`config.mk`:
```
export PLATFORM = sky130hd
export DESIGN_NAME = serCmdPort
export DESIGN_NICKNAME = d
export VERILOG_FILES = /design/src/rtl/serCmdPkg.sv /design/src/rtl/serCmdSync.sv /design/src/rtl/serCmdCtrl.sv /design/src/rtl/serCmdDatapath.sv /design/src/rtl/serCmdPort.sv
export SDC_FILE = /design/constraint.sdc
export NUM_CORES = 1
export LEC_CHECK = 0
export ABC_AREA = 1
export BUFFER_PORTS_ARGS = -buffer_cell sky130_fd_sc_hd__buf_2
export CORE_MARGIN = 3
export CORE_UTILIZATION = 42
export DETAILED_ROUTE_END_ITERATION = 8
export SETUP_SLACK_MARGIN = 0.4
export SLEW_MARGIN = 20
export SYNTH_ARGS = -nofsm -noshare
export SYNTH_HDL_FRONTEND = slang
export SYNTH_SLANG_ARGS = --single-unit
```
`constraint.sdc`:
```
create_clock -name clk -period 2.3 [get_ports clk]
set_clock_uncertainty 0.05 [all_clocks]
set_input_delay 0.115 -clock clk [delete_from_list [all_inputs] [get_ports clk]]
set_output_delay 0.115 -clock clk [all_outputs]
set_load 0.005 [all_outputs]
```
`src/rtl/serCmdPkg.sv`:
```
package serCmdPkg;
  localparam int CMD_W   = 8;
  localparam int ADDR_W  = 6;
  localparam int CH_BITS = 3;
  localparam int NUM_CH  = 1 << CH_BITS;
  localparam int DATA_W  = 24;
  localparam int CNT_W   = $clog2(DATA_W + 1);
  localparam int BANK_W  = ADDR_W - CH_BITS;

  localparam logic [ADDR_W-1:0] SETUP_ADDR    = ADDR_W'(1);
  localparam logic [DATA_W-1:0] SETUP_DEFAULT = DATA_W'(24'h21);
  localparam logic [BANK_W-1:0] BANK_NARROW   = BANK_W'(1);
  localparam logic [BANK_W-1:0] BANK_MID      = BANK_W'(2);
  localparam logic [BANK_W-1:0] BANK_WIDE     = BANK_W'(3);

  typedef enum logic [1:0] {PH_CMD, PH_WR, PH_RD} phase_t;

  typedef struct packed {
    logic shiftIn;
    logic loadCmd;
    logic loadRead;
    logic commitWrite;
    logic shiftOut;
    logic clearOut;
    logic resync;
  } strobe_t;

  function automatic logic [CNT_W-1:0] widthOf(input logic [ADDR_W-1:0] a);
    case (a[ADDR_W-1:CH_BITS])
      BANK_MID:  return CNT_W'(16);
      BANK_WIDE: return CNT_W'(24);
      default:   return CNT_W'(8);
    endcase
  endfunction

  function automatic logic isMapped(input logic [ADDR_W-1:0] a);
    return (a == SETUP_ADDR) || (a[ADDR_W-1:CH_BITS] == BANK_NARROW) ||
           (a[ADDR_W-1:CH_BITS] == BANK_MID) || (a[ADDR_W-1:CH_BITS] == BANK_WIDE);
  endfunction

  function automatic logic [DATA_W-1:0] defaultOf(input logic [ADDR_W-1:0] a);
    return (a == SETUP_ADDR) ? SETUP_DEFAULT : '0;
  endfunction
endpackage

```
`src/rtl/serCmdSync.sv`:
```
module serCmdSync #(
  parameter int STAGES = 2
) (
  input  logic clk,
  input  logic rstN,
  input  logic sclkIn,
  input  logic csNIn,
  input  logic dinIn,
  output logic sclkRise,
  output logic sclkFall,
  output logic csLow,
  output logic dinS
);
  logic [STAGES-1:0] sclkPipe, csPipe, dinPipe;
  logic sclkLast;

  always_ff @(posedge clk or negedge rstN) begin
    if (!rstN) begin
      sclkPipe <= '0;
      csPipe   <= '1;
      dinPipe  <= '0;
      sclkLast <= 1'b0;
    end else begin
      sclkPipe <= {sclkPipe[STAGES-2:0], sclkIn};
      csPipe   <= {csPipe[STAGES-2:0], csNIn};
      dinPipe  <= {dinPipe[STAGES-2:0], dinIn};
      sclkLast <= sclkPipe[STAGES-1];
    end
  end

  assign sclkRise = sclkPipe[STAGES-1] & ~sclkLast;
  assign sclkFall = ~sclkPipe[STAGES-1] & sclkLast;
  assign csLow    = ~csPipe[STAGES-1];
  assign dinS     = dinPipe[STAGES-1];
endmodule

```
`src/rtl/serCmdCtrl.sv`:
```
module serCmdCtrl
  import serCmdPkg::*;
#(
  parameter int RESYNC_LEN = 32
) (
  input  logic             clk,
  input  logic             rstN,
  input  logic             sclkRise,
  input  logic             sclkFall,
  input  logic             csLow,
  input  logic             dinS,
  input  logic [1:0]       cmdTop,
  input  logic [CNT_W-1:0] dataWidth,
  output strobe_t          strb,
  output phase_t           phase
);
  localparam int ONES_W = $clog2(RESYNC_LEN + 1);

  logic [ONES_W-1:0] onesCnt;
  logic [CNT_W-1:0]  bitCnt;
  logic edgeIn, resyncHit, cmdDone, dataDone;

  assign edgeIn    = sclkRise & csLow;
  assign resyncHit = edgeIn & dinS & (onesCnt == ONES_W'(RESYNC_LEN - 1));
  assign cmdDone   = (phase == PH_CMD) && (bitCnt == CNT_W'(CMD_W - 1));
  assign dataDone  = (phase != PH_CMD) && (bitCnt == dataWidth - CNT_W'(1));

  always_comb begin
    strb             = '0;
    strb.resync      = resyncHit;
    strb.shiftIn     = edgeIn & ~resyncHit;
    strb.loadCmd     = strb.shiftIn & cmdDone & ~cmdTop[1];
    strb.loadRead    = strb.loadCmd & cmdTop[0];
    strb.commitWrite = strb.shiftIn & (phase == PH_WR) & dataDone;
    strb.shiftOut    = sclkFall & csLow & (phase == PH_RD);
    strb.clearOut    = ~csLow | (sclkFall & (phase != PH_RD));
  end

  // ones-run counter for the recovery pattern
  always_ff @(posedge clk or negedge rstN) begin
    if (!rstN)               onesCnt <= '0;
    else if (!csLow)         onesCnt <= '0;
    else if (edgeIn) begin
      if (resyncHit)         onesCnt <= '0;
      else if (dinS)         onesCnt <= onesCnt + ONES_W'(1);
      else                   onesCnt <= '0;
    end
  end

  always_ff @(posedge clk or negedge rstN) begin
    if (!rstN) begin
      phase  <= PH_CMD;
      bitCnt <= '0;
    end else if (!csLow || resyncHit) begin
      phase  <= PH_CMD;
      bitCnt <= '0;
    end else if (strb.shiftIn) begin
      if (phase == PH_CMD) begin
        if (cmdDone) begin
          bitCnt <= '0;
          if (cmdTop[1])      phase <= PH_CMD;
          else if (cmdTop[0]) phase <= PH_RD;
          else                phase <= PH_WR;
        end else begin
          bitCnt <= bitCnt + CNT_W'(1);
        end
      end else if (dataDone) begin
        bitCnt <= '0;
        phase  <= PH_CMD;
      end else begin
        bitCnt <= bitCnt + CNT_W'(1);
      end
    end
  end
endmodule

```
`src/rtl/serCmdDatapath.sv`:
```
module serCmdDatapath
  import serCmdPkg::*;
(
  input  logic             clk,
  input  logic             rstN,
  input  logic             dinS,
  input  strobe_t          strb,
  output logic [1:0]       cmdTop,
  output logic [CNT_W-1:0] dataWidth,
  output logic             doutOut,
  output logic             resyncOut
);
  localparam int SPAN   = 4 * NUM_CH;
  localparam int SPAN_W = $clog2(SPAN);

  logic [DATA_W-2:0]   shReg;
  logic [ADDR_W-1:0]   addrQ;
  logic [DATA_W-1:0]   rdShift;
  logic [CMD_W-1:0]    cmdNext;
  logic [DATA_W-1:0]   wrWord;
  logic [ADDR_W-1:0]   selAddr;
  logic [DATA_W-1:0]   readVal;
  logic [DATA_W-1:0]   readAligned;
  logic [DATA_W-1:0]   regView [SPAN];

  assign cmdNext   = {shReg[CMD_W-2:0], dinS};
  assign wrWord    = {shReg, dinS};
  assign cmdTop    = cmdNext[CMD_W-1:CMD_W-2];
  assign selAddr   = cmdNext[ADDR_W-1:0];
  assign dataWidth = widthOf(addrQ);

  // one storage slot per mapped address, sized to its width
  for (genvar a = 0; a < SPAN; a++) begin : g_slot
    localparam logic [ADDR_W-1:0] A = ADDR_W'(a);
    localparam int W = int'(widthOf(A));
    if (isMapped(A)) begin : g_live
      logic [W-1:0] q;
      always_ff @(posedge clk or negedge rstN) begin
        if (!rstN)                                q <= W'(defaultOf(A));
        else if (strb.resync)                     q <= W'(defaultOf(A));
        else if (strb.commitWrite && addrQ == A)  q <= wrWord[W-1:0];
      end
      assign regView[a] = DATA_W'(q);
    end else begin : g_none
      assign regView[a] = '0;
    end
  end

  always_comb begin
    if (selAddr[ADDR_W-1:SPAN_W] == '0) readVal = regView[selAddr[SPAN_W-1:0]];
    else                                readVal = '0;
    readAligned = readVal << (DATA_W - int'(widthOf(selAddr)));
  end

  always_ff @(posedge clk or negedge rstN) begin
    if (!rstN) begin
      shReg     <= '0;
      addrQ     <= '0;
      rdShift   <= '0;
      doutOut   <= 1'b0;
      resyncOut <= 1'b0;
    end else begin
      resyncOut <= strb.resync;
      if (strb.resync) begin
        shReg   <= '0;
        addrQ   <= '0;
        rdShift <= '0;
        doutOut <= 1'b0;
      end else begin
        if (strb.shiftIn)  shReg <= {shReg[DATA_W-3:0], dinS};
        if (strb.loadCmd)  addrQ <= selAddr;
        if (strb.loadRead) rdShift <= readAligned;
        else if (strb.shiftOut) rdShift <= {rdShift[DATA_W-2:0], 1'b0};
        if (strb.clearOut)      doutOut <= 1'b0;
        else if (strb.shiftOut) doutOut <= rdShift[DATA_W-1];
      end
    end
  end
endmodule

```
`src/rtl/serCmdPort.sv`:
```
module serCmdPort
  import serCmdPkg::*;
#(
  parameter int RESYNC_LEN  = 32,
  parameter int SYNC_STAGES = 2
) (
  input  logic clk,
  input  logic rstN,
  input  logic sclkIn,
  input  logic csNIn,
  input  logic dinIn,
  output logic doutOut,
  output logic resyncOut
);
  logic sclkRise, sclkFall, csLow, dinS;
  logic [1:0] cmdTop;
  logic [CNT_W-1:0] dataWidth;
  strobe_t strb;
  phase_t  phase;

  serCmdSync #(.STAGES(SYNC_STAGES)) u_sync (
    .clk(clk), .rstN(rstN), .sclkIn(sclkIn), .csNIn(csNIn), .dinIn(dinIn),
    .sclkRise(sclkRise), .sclkFall(sclkFall), .csLow(csLow), .dinS(dinS)
  );

  serCmdCtrl #(.RESYNC_LEN(RESYNC_LEN)) u_ctrl (
    .clk(clk), .rstN(rstN), .sclkRise(sclkRise), .sclkFall(sclkFall),
    .csLow(csLow), .dinS(dinS), .cmdTop(cmdTop), .dataWidth(dataWidth),
    .strb(strb), .phase(phase)
  );

  serCmdDatapath u_dp (
    .clk(clk), .rstN(rstN), .dinS(dinS), .strb(strb), .cmdTop(cmdTop),
    .dataWidth(dataWidth), .doutOut(doutOut), .resyncOut(resyncOut)
  );
endmodule

```
==> reports/qor.yml <==
worst_setup_path:
  end_kind: "flip-flop"
  cp_common_cell: "buf_12"
  cp_top_family: "buffers and inverters"
  worstSetupPathType: "reg -> reg"
  crit_fanout: 14
  cp.buffers_inverters: 5
  reg2reg_slack_ns: 0.04
  crit_required_ns: 2.74
  crit_chain: "buf_12, a21oi_4, inv_4, nor3_4, buf_6, buf_12, nand4_4, nand2_8, clkbuf_16, o21ai_0"
  arrival_ns: 2.70
  crit_slowest_cell: "dfrtp_4"
  critPathLaunchType: "flip-flop"
  worstSetupStartpoint: "u_sync.dinPipe[1]"
  rr_startpoint: "u_sync.dinPipe[1]"
  crit_path_max_incr_delay_ns: 0.57
power:
  internal-power_mw: 14.1
  p_seq_frac: 0.423
  p_leak_nw: 14.6
  powerDensity_mw_per_mm2: 678
  p_switching_mw: 5.73
  p_clk_frac: 0.420
  ir_drop_mv: 0.507
  fin_total_pwr_mw: 19.8
  comb_power_share: 0.157
  switching_share: 0.289
run_status:
  violations: "negative hold slack"
  outcome: "finished with violations"
sta:
  max_slew_margin: 0.551
  tightest_slew_ns: 0.668
  timing.fmax_ghz: 0.443
  maxSlewViolCount: 0
  finalHoldViolCount: 2
  fin_crit_sh: 0.981
  rsz0062_at_grt: "yes"
  period_minus_slack_ns: 2.26
  setup_viol: 0
  holdWs_ns: -0.00490
  setup_total_negative_slack_ns: 0
logic_synthesis:
  synthCells: 3091
  synth_largest_area_cell: "dfrtp_1"
  synth_area_mm2: 0.0236
  synth_edf_count: 0
  yosys.cell_types.count: 43
  ys.flop_type: "dfrtp_1"
  ys_seq_area_frac: 0.496
  yosysWarningCount: 0
  ys_seq_elements: 467
  synthDominantCellAreaShare: 0.492
  synthTopCellsByArea: "dfrtp_1, nand2_1, nand3_1, inv_1, o21ai_0"
  syn_nets: 3098
  avgSynthCellArea_um2: 7.62
  async_flop_share: 1.00
floorplan:
  initial_core_util: 0.426
  die_area_mm2: 0.0590
  die_h_um: 243
  core-area_mm2: 0.0553
  io_pins: 7
  num_rows: 86
  die_w_um: 243
clocking:
  clock-sinks: 467
  cts_root_buf: "clkbuf_16"
  cts_tree: "yes"
  h-tree-depth: 2
  path_clk_slew_ns: 0.06
  clock_latency_ns: 0.62
  clockBufferDepth: 3
  cts_made_buffers: 51
global_routing:
  grt_max_degree: 97
  grt_pass1_wl_um: 124000
  gr-total-overflow: 0
  grt_pass1_vias: 21200
  gr-usage-all-layers: 0.264
  antenna_found_initial: 1
drt:
  first_pass_iters: 5
  drt-total-wl_um: 81200
  avgRoutedWirePerCell_um: 20.4
  detail-route-antenna-nets: 0
  dr.first_iter.drc_count: 2446
  routed_via_density: 5.61
  vias: 22300
  drc: 0
final_layout:
  final_cells: 3983
  diodes: 0
  drive_gt1_frac: 0.163
  fin_nets: 3200
  fill_cells: 5191
  syn2layout_area_growth_pct: 24.2
placed_design:
  dpl.cell_count: 3813
  hpwl_um: 49800
  gp_congestion: 0.922
  port_buffers: 6
worst_hold_path:
  hold_path.class: "in -> async"
run:
  cap_viol_max_count: 0
==> flip-flops by register name, summed over array words and instances, names as in the netlist, 2 cells and up <==
| signal | count |
|---|---|
| u_ctrl.bitCnt | 5 |
| u_ctrl.onesCnt | 6 |
| u_ctrl.phase | 2 |
| u_dp.addrQ | 6 |
| u_dp.g_slot.g_live.q | 392 |
| u_dp.rdShift | 24 |
| u_dp.shReg | 23 |
| u_sync.csPipe | 2 |
| u_sync.dinPipe | 2 |
| u_sync.sclkPipe | 2 |
==> what timing repair did <==
item,4_1_cts,5_1_grt
pin swaps,13,33
gates cloned,12,15
gates resized for setup,78,177
hold buffers,4,0
endpoints found under the hold margin,371,0
setup buffers,38,6
setup endpoints to repair,435,434
==> cells by family after synthesis <==
| logic type | count (synthesis) | synth area share |
|---|---|---|
| fa+ha+maj | 2 | 0.00106 |
| simple gates | 1755 | 0.326 |
| flops | 467 | 0.496 |
| compound gates | 368 | 0.0853 |
| xor+xnor | 6 | 0.00223 |
| buf+inv | 493 | 0.0890 |
==> through the flow <==
step                      setup slack, ns  hold WS, ns  cell area [µm²]   util
final                              0.0427     -0.00490            29300  0.529
after global routing              -0.0423       0.0236            29300  0.529
after CTS                          0.0672      0.00368            28300  0.512
after detailed placement         -0.00719       0.0449            25600  0.463
after global placement             0.0358       0.0429            25600  0.463
after floorplan                    0.0545       -0.231            23900      -
==> path summary, 6_finish.rpt <==
kind                                                to  cells after the start
setup / recovery           u_dp.g_slot[25].g_live.q[5]                     10
hold / removal             u_dp.g_slot[22].g_live.q[2]                      2
setup reg to reg           u_dp.g_slot[25].g_live.q[5]                     10
hold reg to reg                     u_sync.sclkPipe[1]                      0
max in group asynchronous                u_dp.shReg[1]                      3
min in group clk                    u_sync.sclkPipe[0]                      2
==> cells in the final DEF, fill, tap and decap left out, types with 6 or more instances in the layout <==
cell	n
nand2_1	964
nand3_1	482
dfrtp_1	460
inv_1	242
buf_4	164
o21ai_0	141
nor2_1	124
o21ai_1	104
clkbuf_16	67
nand4_1	52
buf_12	46
nand2_2	32
o22ai_1	31
nand3_2	28
o211ai_1	28
a21oi_1	25
clkbuf_8	17
clkbuf_1	17
o21ai_2	16
nand2_8	15
buf_16	15
buf_6	15
nand2_4	13
inv_2	11
nand4_4	10
inv_4	10
nor3_1	9
nor2_4	9
o21a_1	8
buf_8	6
==> power by group through the flow <==
| stage | sequential, mW | combinational, mW | clock (mW) |
|---|---|---|---|
| after CTS | 8.37 | 2.95 | 8.43 |
| final | 8.38 | 3.12 | 8.33 |
| after detailed placement | 8.52 | 2.67 | 0 |
| after global routing | 8.38 | 3.31 | 8.79 |
| after floorplan | 8.45 | 1.38 | 0 |
| after global placement | 8.51 | 2.67 | 0 |
==> cell type report <==
class | instances | area [µm²] | area share
timing repair buffer | 274 | 3390 | 0.116
clock buffer | 86 | 1600 | 0.0546
multi-input combinational | 2131 | 10500 | 0.358
inverter | 268 | 1060 | 0.0363
sequential | 467 | 11700 | 0.400
clock inverter | 9 | 87.6 | 0.00299
tap | 748 | 936 | 0.0320
==> metal layers <==
layer  vias to the layer above  track usage  part of all wire
li1                      10200            -                 -
met1                     10900        0.365              0.41
met2                      1000        0.420              0.46
met3                       215       0.0433             0.080
met4                         2       0.0961             0.042
met5                         -            0           0.00012
==> synth_stat cells, types with 2 or more instances <==
library cell and count:
nand2_1 1009, nand3_1 511, dfrtp_1 463, inv_1 257, o21ai_0 188, nor2_1 132
clkbuf_1 110, o21ai_1 73, nand4_1 52, buf_2 48, buf_1 33, o22ai_1 33
a21oi_1 29, o211ai_1 28, buf_4 23, nor3_1 12, buf_6 10, nand2_4 9
nand4_4 8, o21a_1 8, inv_2 7, nand2_2 6, o31ai_1 5, xor2_1 5
dfstp_2 4, nor2_2 4, inv_4 3, ha_1 2, nand3_2 2, nand4_2 2
nor2_4 2, nor3_2 2
Note: power is estimated with default switching activity, not from simulation.
